==> config.mk <==
export PLATFORM = sky130hd
export DESIGN_NAME = ecc_err_logger
export DESIGN_NICKNAME = d
export VERILOG_FILES = /design/src/rtl/ecc_log_pkg.sv /design/src/rtl/ecc_err_counter.sv /design/src/rtl/ecc_addr_tracker.sv /design/src/rtl/ecc_err_logger.sv
export SDC_FILE = /design/constraint.sdc
export NUM_CORES = 1
export LEC_CHECK = 0
export CAP_MARGIN = 40
export CORE_ASPECT_RATIO = 0.5
export CORE_UTILIZATION = 51
export CTS_CLUSTER_DIAMETER = 50
export DETAILED_ROUTE_END_ITERATION = 12
export DONT_BUFFER_PORTS = 1
export PLACE_DENSITY = 0.73
export SLEW_MARGIN = 25
export SYNTH_ARGS = -nofsm -noshare
export SYNTH_HDL_FRONTEND = slang
export SYNTH_SLANG_ARGS = --single-unit
export TNS_END_PERCENT = 20
==> constraint.sdc <==
create_clock -name clk -period 2.4 [get_ports clk]
set_input_delay 0.24 -clock clk [delete_from_list [all_inputs] [get_ports clk]]
set_output_delay 0.24 -clock clk [all_outputs]
set_load 0.02 [all_outputs]
==> src/rtl/ecc_log_pkg.sv <==
package ecc_log_pkg;
    localparam int NUM_STAGES    = 3;
    localparam int NUM_CLASSES   = 2;
    localparam int CLS_COR       = 0;
    localparam int CLS_UNC       = 1;
    localparam int STS_OVF_LSB   = 16;
    localparam int STS_RESET_BIT = 30;
    localparam int FIELD_W       = 16;

    typedef enum logic [1:0] {
        REG_STATUS = 2'd0,
        REG_CORCNT = 2'd1,
        REG_UNCCNT = 2'd2,
        REG_ADDR   = 2'd3
    } ecc_reg_e;

    typedef struct packed {
        logic [2*NUM_CLASSES-1:0] ovf;
        logic [NUM_STAGES-1:0]    cor;
        logic [NUM_STAGES-1:0]    unc;
    } ecc_status_t;
endpackage

==> src/rtl/ecc_err_counter.sv <==
module ecc_err_counter #(
    parameter int CNT_W = 16
) (
    input  logic             clk,
    input  logic             rst_n,
    input  logic             clr_i,
    input  logic             hit_i,
    input  logic             new_i,
    output logic [CNT_W-1:0] total_o,
    output logic [CNT_W-1:0] uniq_o,
    output logic             total_wrap_o,
    output logic             uniq_wrap_o
);
    typedef struct packed {
        logic [CNT_W-1:0] total;
        logic [CNT_W-1:0] uniq;
    } cnt_t;

    cnt_t             st_d, st_q;
    logic [CNT_W-1:0] tot_base, uq_base;

    always_comb begin
        tot_base     = clr_i ? '0 : st_q.total;
        uq_base      = clr_i ? '0 : st_q.uniq;
        st_d.total   = tot_base + {{(CNT_W-1){1'b0}}, hit_i};
        st_d.uniq    = uq_base + {{(CNT_W-1){1'b0}}, new_i};
        total_wrap_o = hit_i && (&tot_base);
        uniq_wrap_o  = new_i && (&uq_base);
    end

    always_ff @(posedge clk) begin
        if (!rst_n) st_q <= '0;
        else        st_q <= st_d;
    end

    assign total_o = st_q.total;
    assign uniq_o  = st_q.uniq;

    // one step per event cycle
    p_total_step_r3: assert property (@(posedge clk) disable iff (!rst_n)
        (!clr_i && hit_i) |=> (total_o == $past(total_o) + CNT_W'(1)));
    // unique count holds without a new address
    p_uniq_hold_r4: assert property (@(posedge clk) disable iff (!rst_n)
        (!clr_i && !new_i) |=> $stable(uniq_o));
    // clear empties both fields
    p_clear_r8: assert property (@(posedge clk) disable iff (!rst_n)
        (clr_i && !hit_i) |=> (total_o == '0 && uniq_o == '0));
endmodule

==> src/rtl/ecc_addr_tracker.sv <==
module ecc_addr_tracker #(
    parameter int ADDR_W = 32
) (
    input  logic              clk,
    input  logic              rst_n,
    input  logic              cor_hit_i,
    input  logic [ADDR_W-1:0] cor_addr_i,
    input  logic              unc_hit_i,
    input  logic [ADDR_W-1:0] unc_addr_i,
    output logic [ADDR_W-1:0] addr_o,
    output logic              cor_new_o,
    output logic              unc_new_o
);
    typedef struct packed {
        logic              vld;
        logic [ADDR_W-1:0] addr;
    } trk_t;

    trk_t trk_d, trk_q;

    always_comb begin
        trk_d     = trk_q;
        cor_new_o = cor_hit_i && (!trk_q.vld || cor_addr_i != trk_q.addr);
        unc_new_o = unc_hit_i && (!trk_q.vld || unc_addr_i != trk_q.addr);
        if (unc_hit_i) begin
            trk_d.vld  = 1'b1;
            trk_d.addr = unc_addr_i;
        end else if (cor_hit_i) begin
            trk_d.vld  = 1'b1;
            trk_d.addr = cor_addr_i;
        end
    end

    always_ff @(posedge clk) begin
        if (!rst_n) trk_q <= '0;
        else        trk_q <= trk_d;
    end

    assign addr_o = trk_q.addr;

    // uncorrected address wins capture
    p_capture_r5: assert property (@(posedge clk) disable iff (!rst_n)
        unc_hit_i |=> (addr_o == $past(unc_addr_i)));
    // address only moves on events
    p_addr_hold_r11: assert property (@(posedge clk) disable iff (!rst_n)
        (!cor_hit_i && !unc_hit_i) |=> $stable(addr_o));
endmodule

==> src/rtl/ecc_err_logger.sv <==
module ecc_err_logger
    import ecc_log_pkg::*;
#(
    parameter int ADDR_W = 32,
    parameter int CNT_W  = 16
) (
    input  logic                  clk,
    input  logic                  rst_n,
    input  logic [NUM_STAGES-1:0] cor_evt_i,
    input  logic [ADDR_W-1:0]     cor_addr_i,
    input  logic [NUM_STAGES-1:0] unc_evt_i,
    input  logic [ADDR_W-1:0]     unc_addr_i,
    input  logic                  reg_wr_i,
    input  logic [1:0]            reg_sel_i,
    input  logic [31:0]           reg_wdata_i,
    output logic [31:0]           reg_rdata_o,
    output logic                  irq_cor_o,
    output logic                  irq_unc_o
);
    localparam int OVF_W = 2 * NUM_CLASSES;

    logic [NUM_CLASSES-1:0] hit, is_new, clr;
    logic [CNT_W-1:0]       total [NUM_CLASSES];
    logic [CNT_W-1:0]       uniq  [NUM_CLASSES];
    logic [OVF_W-1:0]       ovf_set;
    logic [ADDR_W-1:0]      addr_q;
    logic                   sts_rst;
    ecc_status_t            sts_d, sts_q;

    assign hit[CLS_COR] = |cor_evt_i;
    assign hit[CLS_UNC] = |unc_evt_i;

    ecc_addr_tracker #(.ADDR_W(ADDR_W)) u_trk (
        .clk        (clk),
        .rst_n      (rst_n),
        .cor_hit_i  (hit[CLS_COR]),
        .cor_addr_i (cor_addr_i),
        .unc_hit_i  (hit[CLS_UNC]),
        .unc_addr_i (unc_addr_i),
        .addr_o     (addr_q),
        .cor_new_o  (is_new[CLS_COR]),
        .unc_new_o  (is_new[CLS_UNC])
    );

    for (genvar k = 0; k < NUM_CLASSES; k++) begin : g_cls
        assign clr[k] = reg_wr_i && (reg_sel_i == 2'(k + 1)) && (reg_wdata_i == '0);
        ecc_err_counter #(.CNT_W(CNT_W)) u_cnt (
            .clk          (clk),
            .rst_n        (rst_n),
            .clr_i        (clr[k]),
            .hit_i        (hit[k]),
            .new_i        (is_new[k]),
            .total_o      (total[k]),
            .uniq_o       (uniq[k]),
            .total_wrap_o (ovf_set[2*k]),
            .uniq_wrap_o  (ovf_set[2*k+1])
        );
    end

    assign sts_rst = reg_wr_i && (ecc_reg_e'(reg_sel_i) == REG_STATUS)
                     && reg_wdata_i[STS_RESET_BIT];

    always_comb begin
        sts_d     = sts_rst ? '0 : sts_q;
        sts_d.cor = sts_d.cor | cor_evt_i;
        sts_d.unc = sts_d.unc | unc_evt_i;
        sts_d.ovf = sts_d.ovf | ovf_set;
    end

    always_ff @(posedge clk) begin
        if (!rst_n) sts_q <= '0;
        else        sts_q <= sts_d;
    end

    assign irq_cor_o = (|sts_q.cor) || (|sts_q.ovf[2*CLS_COR +: 2]);
    assign irq_unc_o = (|sts_q.unc) || (|sts_q.ovf[2*CLS_UNC +: 2]);

    always_comb begin
        reg_rdata_o = '0;
        case (ecc_reg_e'(reg_sel_i))
            REG_STATUS: begin
                for (int i = 0; i < NUM_STAGES; i++) begin
                    reg_rdata_o[2*i]   = sts_q.unc[i];
                    reg_rdata_o[2*i+1] = sts_q.cor[i];
                end
                reg_rdata_o[STS_OVF_LSB +: OVF_W] = sts_q.ovf;
            end
            REG_CORCNT: reg_rdata_o = {FIELD_W'(uniq[CLS_COR]), FIELD_W'(total[CLS_COR])};
            REG_UNCCNT: reg_rdata_o = {FIELD_W'(uniq[CLS_UNC]), FIELD_W'(total[CLS_UNC])};
            default:    reg_rdata_o = 32'(addr_q);
        endcase
    end

    // overflow flags never drop without a status reset
    p_ovf_sticky_r7: assert property (@(posedge clk) disable iff (!rst_n)
        !sts_rst |=> ((sts_q.ovf & $past(sts_q.ovf)) == $past(sts_q.ovf)));
    // both interrupts fall after a quiet status reset
    p_irq_drop_r10: assert property (@(posedge clk) disable iff (!rst_n)
        (sts_rst && !(|cor_evt_i) && !(|unc_evt_i)) |=> (!irq_cor_o && !irq_unc_o));
    // a corrected event raises the corrected interrupt
    p_flag_set_r2: assert property (@(posedge clk) disable iff (!rst_n)
        (|cor_evt_i) |=> irq_cor_o);
    // command bit never reads back
    p_cmd_reads0_r9: assert property (@(posedge clk) disable iff (!rst_n)
        (ecc_reg_e'(reg_sel_i) == REG_STATUS) |-> !reg_rdata_o[STS_RESET_BIT]);
endmodule

* Yosys cells after proc, flatten, opt, wreduce, memory -nomap -nowiden
Index checks and enable logic that the tools add are counted.
** Word-level totals
- Register bits :: 107
- Output and inout bits :: 34
- Logic and storage cells :: 61
** Cells by class
- Mux-type cells :: 11
- Reductions and logical operators :: 30
- Bitwise gates (word level) :: 3
- Add/sub/neg operators :: 4
- Eq/ne operators :: 4
** Operators by type and width (count)
- two-way mux 33 bit :: 2
- adder 16 x 1 -> 16 bit :: 4
- two-way mux 16 bit :: 4
- != test 32 bit :: 2
- AND reduction 16 bit :: 4
- case mux 12 bit (3 select lines) :: 1
- logical NOT 32 bit :: 1
- case mux 10 bit (3 select lines) :: 1
- case mux 6 bit (3 select lines) :: 1
- logical AND 1 bit :: 12
- case mux 4 bit (3 select lines) :: 1
- OR reduction 3 bit :: 4
- two-way mux 10 bit :: 1
- bitwise OR 3 bit :: 2
- logical OR 1 bit :: 4
- bitwise OR 4 bit :: 1
- OR reduction 2 bit :: 2
- equality test 2 x 1 -> 1 bit, second input constant :: 1
- equality test 2 bit, second input constant :: 1
- logical NOT 2 bit :: 1
- nonzero test 2 bit :: 1
- logical NOT 1 bit :: 1

* Longest topological paths before layout
- Depth after elaboration :: 7
- Mapped depth :: 14
- Depth with buffers taken out :: 11

* Cells and area by module
A second synthesis with hierarchy kept.
** Unflattened totals
- Cell total of the unflattened synthesis :: 766
- Area, all modules :: 6844.1 um^2
** By module, submodules not included
- ecc_addr_tracker :: area each 2486.1 um^2, times used 1, cells an instance 296
- ecc_err_counter at g_cls[1].u_cnt :: area each 1561.5 um^2, times used 1, cells an instance 180
- ecc_err_counter at g_cls[0].u_cnt :: area each 1488.9 um^2, times used 1, cells an instance 171
- ecc_err_logger :: area each 1307.5 um^2, times used 1, cells an instance 119

* Worst setup path after synthesis
Ideal clock, no wire load.
- Kind :: in2reg
- From :: in reg_wdata_i[17]
- To :: reg g_cls[0].u_cnt.st_q, in the netlist g_cls[0].u_cnt.uniq_o[12]
- Stages :: 11
- Setup time :: 0.115 ns
- Slack :: -0.120 ns
- Data arrival time :: 2.405 ns
- Cells stage by stage :: nor4_1 > nand4_1 > or3_1 > buf_6 > and2_1 > ha_1 > ha_1 > and3_1 > and4_1 > xnor2_1 > nor2_1
** Between the ends
- Word-level cells in the longest chain between the ends :: 4
** Ends and longest elaborated chain
- start: declaration :: RTL line ecc_err_logger.sv:15 : input logic [31:0] reg_wdata_i,
- logical NOT 32 bit :: RTL line ecc_err_logger.sv:46 : assign clr[k] = reg_wr_i && (reg_sel_i == 2'(k + 1)) && (reg_wdata_i == '0);
- logical AND 1 bit :: RTL line ecc_err_logger.sv:46
- two-way mux 16 bit :: RTL line ecc_err_counter.sv:24 : uq_base = clr_i ? '0 : st_q.uniq;
- adder 16 x 1 -> 16 bit :: RTL line ecc_err_counter.sv:26 : st_d.uniq = uq_base + {{(CNT_W-1){1'b0}}, new_i};
- end signal: assignment :: RTL line ecc_err_counter.sv:33 : else st_q <= st_d;
- end: declaration :: RTL line ecc_err_counter.sv:19 : cnt_t st_d, st_q;
No other way between the ends.
A chain may end at the register's enable or synchronous reset.

* Worst setup path after layout
- From :: reg u_trk.trk_q, in the netlist u_trk.addr_o[5]
- To :: reg g_cls[0].u_cnt.st_q, in the netlist g_cls[0].u_cnt.uniq_o[12]
** Between the ends
- Word-level cells in the longest chain between the ends :: 4
** Ends and longest elaborated chain
- start: declaration :: RTL line ecc_addr_tracker.sv:19 : trk_t trk_d, trk_q;
- start signal: assignment :: RTL line ecc_addr_tracker.sv:36 : else trk_q <= trk_d;
- != test 32 bit :: RTL line ecc_addr_tracker.sv:23 : cor_new_o = cor_hit_i && (!trk_q.vld || cor_addr_i != trk_q.addr);
- logical OR 1 bit :: RTL line ecc_addr_tracker.sv:23
- logical AND 1 bit :: RTL line ecc_addr_tracker.sv:23
- adder 16 x 1 -> 16 bit :: RTL line ecc_err_counter.sv:26
No other way between the ends.

==> summary.txt <==
Outcome
  – Status: complete, no violations

Layout
  – Nets: 860
  – Antenna cells: 0
  – Layout cells sized above 1: 0.211
  – Area Overhead vs Synth: 15.5%
  – Finished Layout Cells: 908
  – Final core utilization: 0.627

Logic synthesis
  – Post-synth top cells: 107 x dfxtp_1, 102 x nor2_1, 101 x xor2_1, 96 x nand2_1, 32 x a311oi_1
  – Post-synth EDFFs: 0
  – Largest area contributor in the netlist: dfxtp_1
  – Post-synth top flop: dfxtp_1
  – Cells after synthesis: 719
  – Synth cell types: 44
  – Synth Cell Area: 0.00618 sq mm
  – Seq/Total Area, Yosys: 0.347
  – Synthesis-stage register bit count: 107
  – Synth async-reset ratio: 0
  – Yosys warnings: 0
  – Most numerous cell in the Yosys netlist: dfxtp_1
  – Synth top area cells: dfxtp_1 35%, xor2_1 14%, nor2_1 6.2%
  – Synth top area share: 0.347
  – Mapped Nets: 834
  – Syn Area/Cell: 8.59 sq um

Clocking
  – Later-pin clock latency in the skew report: 0.35 ns
  – Clk sink count: 107
  – Num CTS Buffers: 9
  – Longest Clk Path Bufs: 2
  – H-tree level count: 3
  – Clock transition at path regs: 0.07 ns
  – Clock Root Buffer: clkbuf_16
  – CTS tree: built

Floorplan
  – Boundary Pins: 141
  – Initial cell density of the core: 0.543
  – Die height: 79.8 um
  – Die area: 0.0126 sq mm
  – Die Wd: 158 um
  – Core area: 0.0114 sq mm
  – Row cnt: 27

Global routing
  – Largest net degree at the start of global routing: 65
  – Total gr overflow: 0
  – Initial antenna violation count: 0
  – First-pass GRT wire length: 26,600 um
  – Vias in the first global route: 4,976
  – Total track usage: 0.281

STA
  – Final Hold Vio Count: 0
  – Clock period minus worst slack: 2.40 ns
  – Clock Skew: 0.00675 ns
  – Setup Viol. Count Final: 0
  – Final Max Tran Viols: 0
  – Fin crit share: 1.00
  – Hold slack: 0.0140 ns
  – RSZ-0062 raised after global routing: true
  – Slew @ Worst Pin: 0.645 ns
  – F_max: 0.417 GHz
  – Slew margin rel.: 0.570

Power and ir drop
  – Pwr dens: 564 mW/mm^2
  – VDD IR max: 0.342 mV
  – Lkg Pwr: 2.71 nW

Critical path
  – R2R cell count: 12
  – CP max FO: 3
  – R2R Setup Slk: 0.001 ns
  – Crit path DAT: 2.64 ns
  – Worst setup EP type: register
  – R2R Path End: g_cls[0].u_cnt.uniq_o[12]
  – Critical path data required time: 2.64 ns
  – Worst reg2reg startpoint: u_trk.addr_o[5]
  – Setup Crit Path Kind: reg2reg
  – CP startpoint kind: register

Route
  – Vias/cell: 5.98
  – Post-route ant nets: 0
  – Drt wl/cell: 19.4 um
  – DR vias: 5,432
  – Drt first pass iters: 7
  – DRC Markers: 0
  – Detailed Route WL: 17,600 um
  – Initial DRC count: 441

Job
  – # Max-Cap Violations: 0

Worst hold path
  – Worst hold stages: 2
  – Hold crit path type: in2reg
  – Hold Path End: sts_q[0]
  – HP Start: unc_evt_i[0]

Placed design
  – Port Buf Inserts: 0
  – Placed cells: 891
  – Detailed Place HPWL: 13,100 um
  – Global placer's final weighted congestion: 0.902
## logic make-up after synthesis
group,count (synthesis),share of synthesized area
xor+xnor,119,0.169
flops,107,0.347
compound gates,73,0.0942
mux,30,0.0729
buf+inv,44,0.0373
fa+ha+maj,8,0.0162
simple gates,338,0.264
## power breakdown
group	switching, mW	leakage, nW	total, mW	internal [mW]
Combinational	0.337	1.69	0.611	0.274
Clock	0.668	0.142	1.50	0.834
Sequential	0.0702	0.878	1.91	1.84
Total	1.08	2.71	4.03	2.95
## what timing repair did
item | CTS | global route
endpoints found under the setup margin | 13 | 27
buffers inserted | 0 | 2
pin swaps | 8 | 18
cloned | 0 | 0
gates resized for setup | 5 | 37
hold buffers | 0 | 0
## layout by cell type, fill, tap and decap left out, types with 2 or more instances in the layout
master     Yosys  routed
and3_1         7       6
o31ai_1        4       4
inv_1          4       4
a22o_1        22      22
ha_4           0       3
dfxtp_1      107      98
xnor2_1       18      18
nand3_2        0       2
nand2_1       96      96
nor4_1        21       7
mux4_2        10      10
nand4_1       17      17
dfxtp_2        0       8
xor2_2         0       8
buf_4          2      50
nor3_4         1       2
and2_1        15      14
nor3_2         2       4
clkbuf_16      0       9
nor3_1        14      11
buf_6          2       2
o21ai_0        4       4
nand3_1       31      29
nor2_1       102     101
ha_1           8       4
and4_1         7       6
or3_1          3       3
nor2_2         8       9
nor4_2         1      14
xor2_1       101      93
or2_2          2       2
a311oi_1      32      32
mux2_2        20      20
a21oi_1       10      10
nor2b_1        5       5
## per-stage QoR
stage	setup WS, ns	setup TNS (ns)	power, mW	instance area [sq um]
2_1_floorplan	-0.000600	-0.000600	2.34	6230
3_3_place_gp	-0.169	-0.541	2.49	6620
3_5_place_dp	-0.220	-1.19	2.50	6620
4_1_cts	-0.0442	-0.0442	3.98	6930
5_1_grt	-0.151	-0.375	4.17	7130
6_report	0.00104	0	4.03	7130
## worst max path at each step
stage | slack (ns) | from | end
finish | 0.001 | u_trk.addr_o[5] | g_cls[0].u_cnt.uniq_o[12]
global route | -0.15 | u_trk.addr_o[12] | g_cls[0].u_cnt.uniq_o[13]
CTS | -0.04 | u_trk.addr_o[10] | g_cls[0].u_cnt.uniq_o[12]
detailed placement | -0.22 | u_trk.addr_o[31] | g_cls[0].u_cnt.uniq_o[12]
global placement | -0.17 | u_trk.addr_o[31] | g_cls[0].u_cnt.uniq_o[12]
floorplan | -0.0006 | reg_wdata_i[2] | g_cls[0].u_cnt.total_o[14]
## critical path: stages (launching register included)
cell and delay (ns):
dfxtp_2 0.33, buf_6 0.12, xor2_2 0.15, nor4_4 0.33, nand4_1 0.20, nor3_2 0.23
nor2_2 0.08, ha_4 0.18, ha_4 0.15, and3_4 0.15, and4_1 0.15, xnor2_1 0.16
nor2_1 0.06
## per-layer routing
metal  up-vias  GRT usage  share of wire
met5         -          0              0
met4         0     0.0738          0.016
met3        24     0.0836          0.089
met2       204      0.426           0.45
met1      2639      0.386           0.44
li1       2565          -              -
## final cells by class
cell class              count  area [sq um]
flip-flops and latches    107          2160
inverters                   6          22.5
repair buffers             53           418
clock inverters             4          51.3
multi-input cells         568          4050
well taps                 159           199
fillers                   962          4250
clock buffers              11           243
## sequential cells by signal, indices dropped and copies added (netlist names)
name / cells
g_cls.u_cnt.uniq_o: 32
u_trk.trk_q: 1
sts_q: 10
u_trk.addr_o: 32
g_cls.u_cnt.total_o: 32
Power figures use the tool's default switching activity.
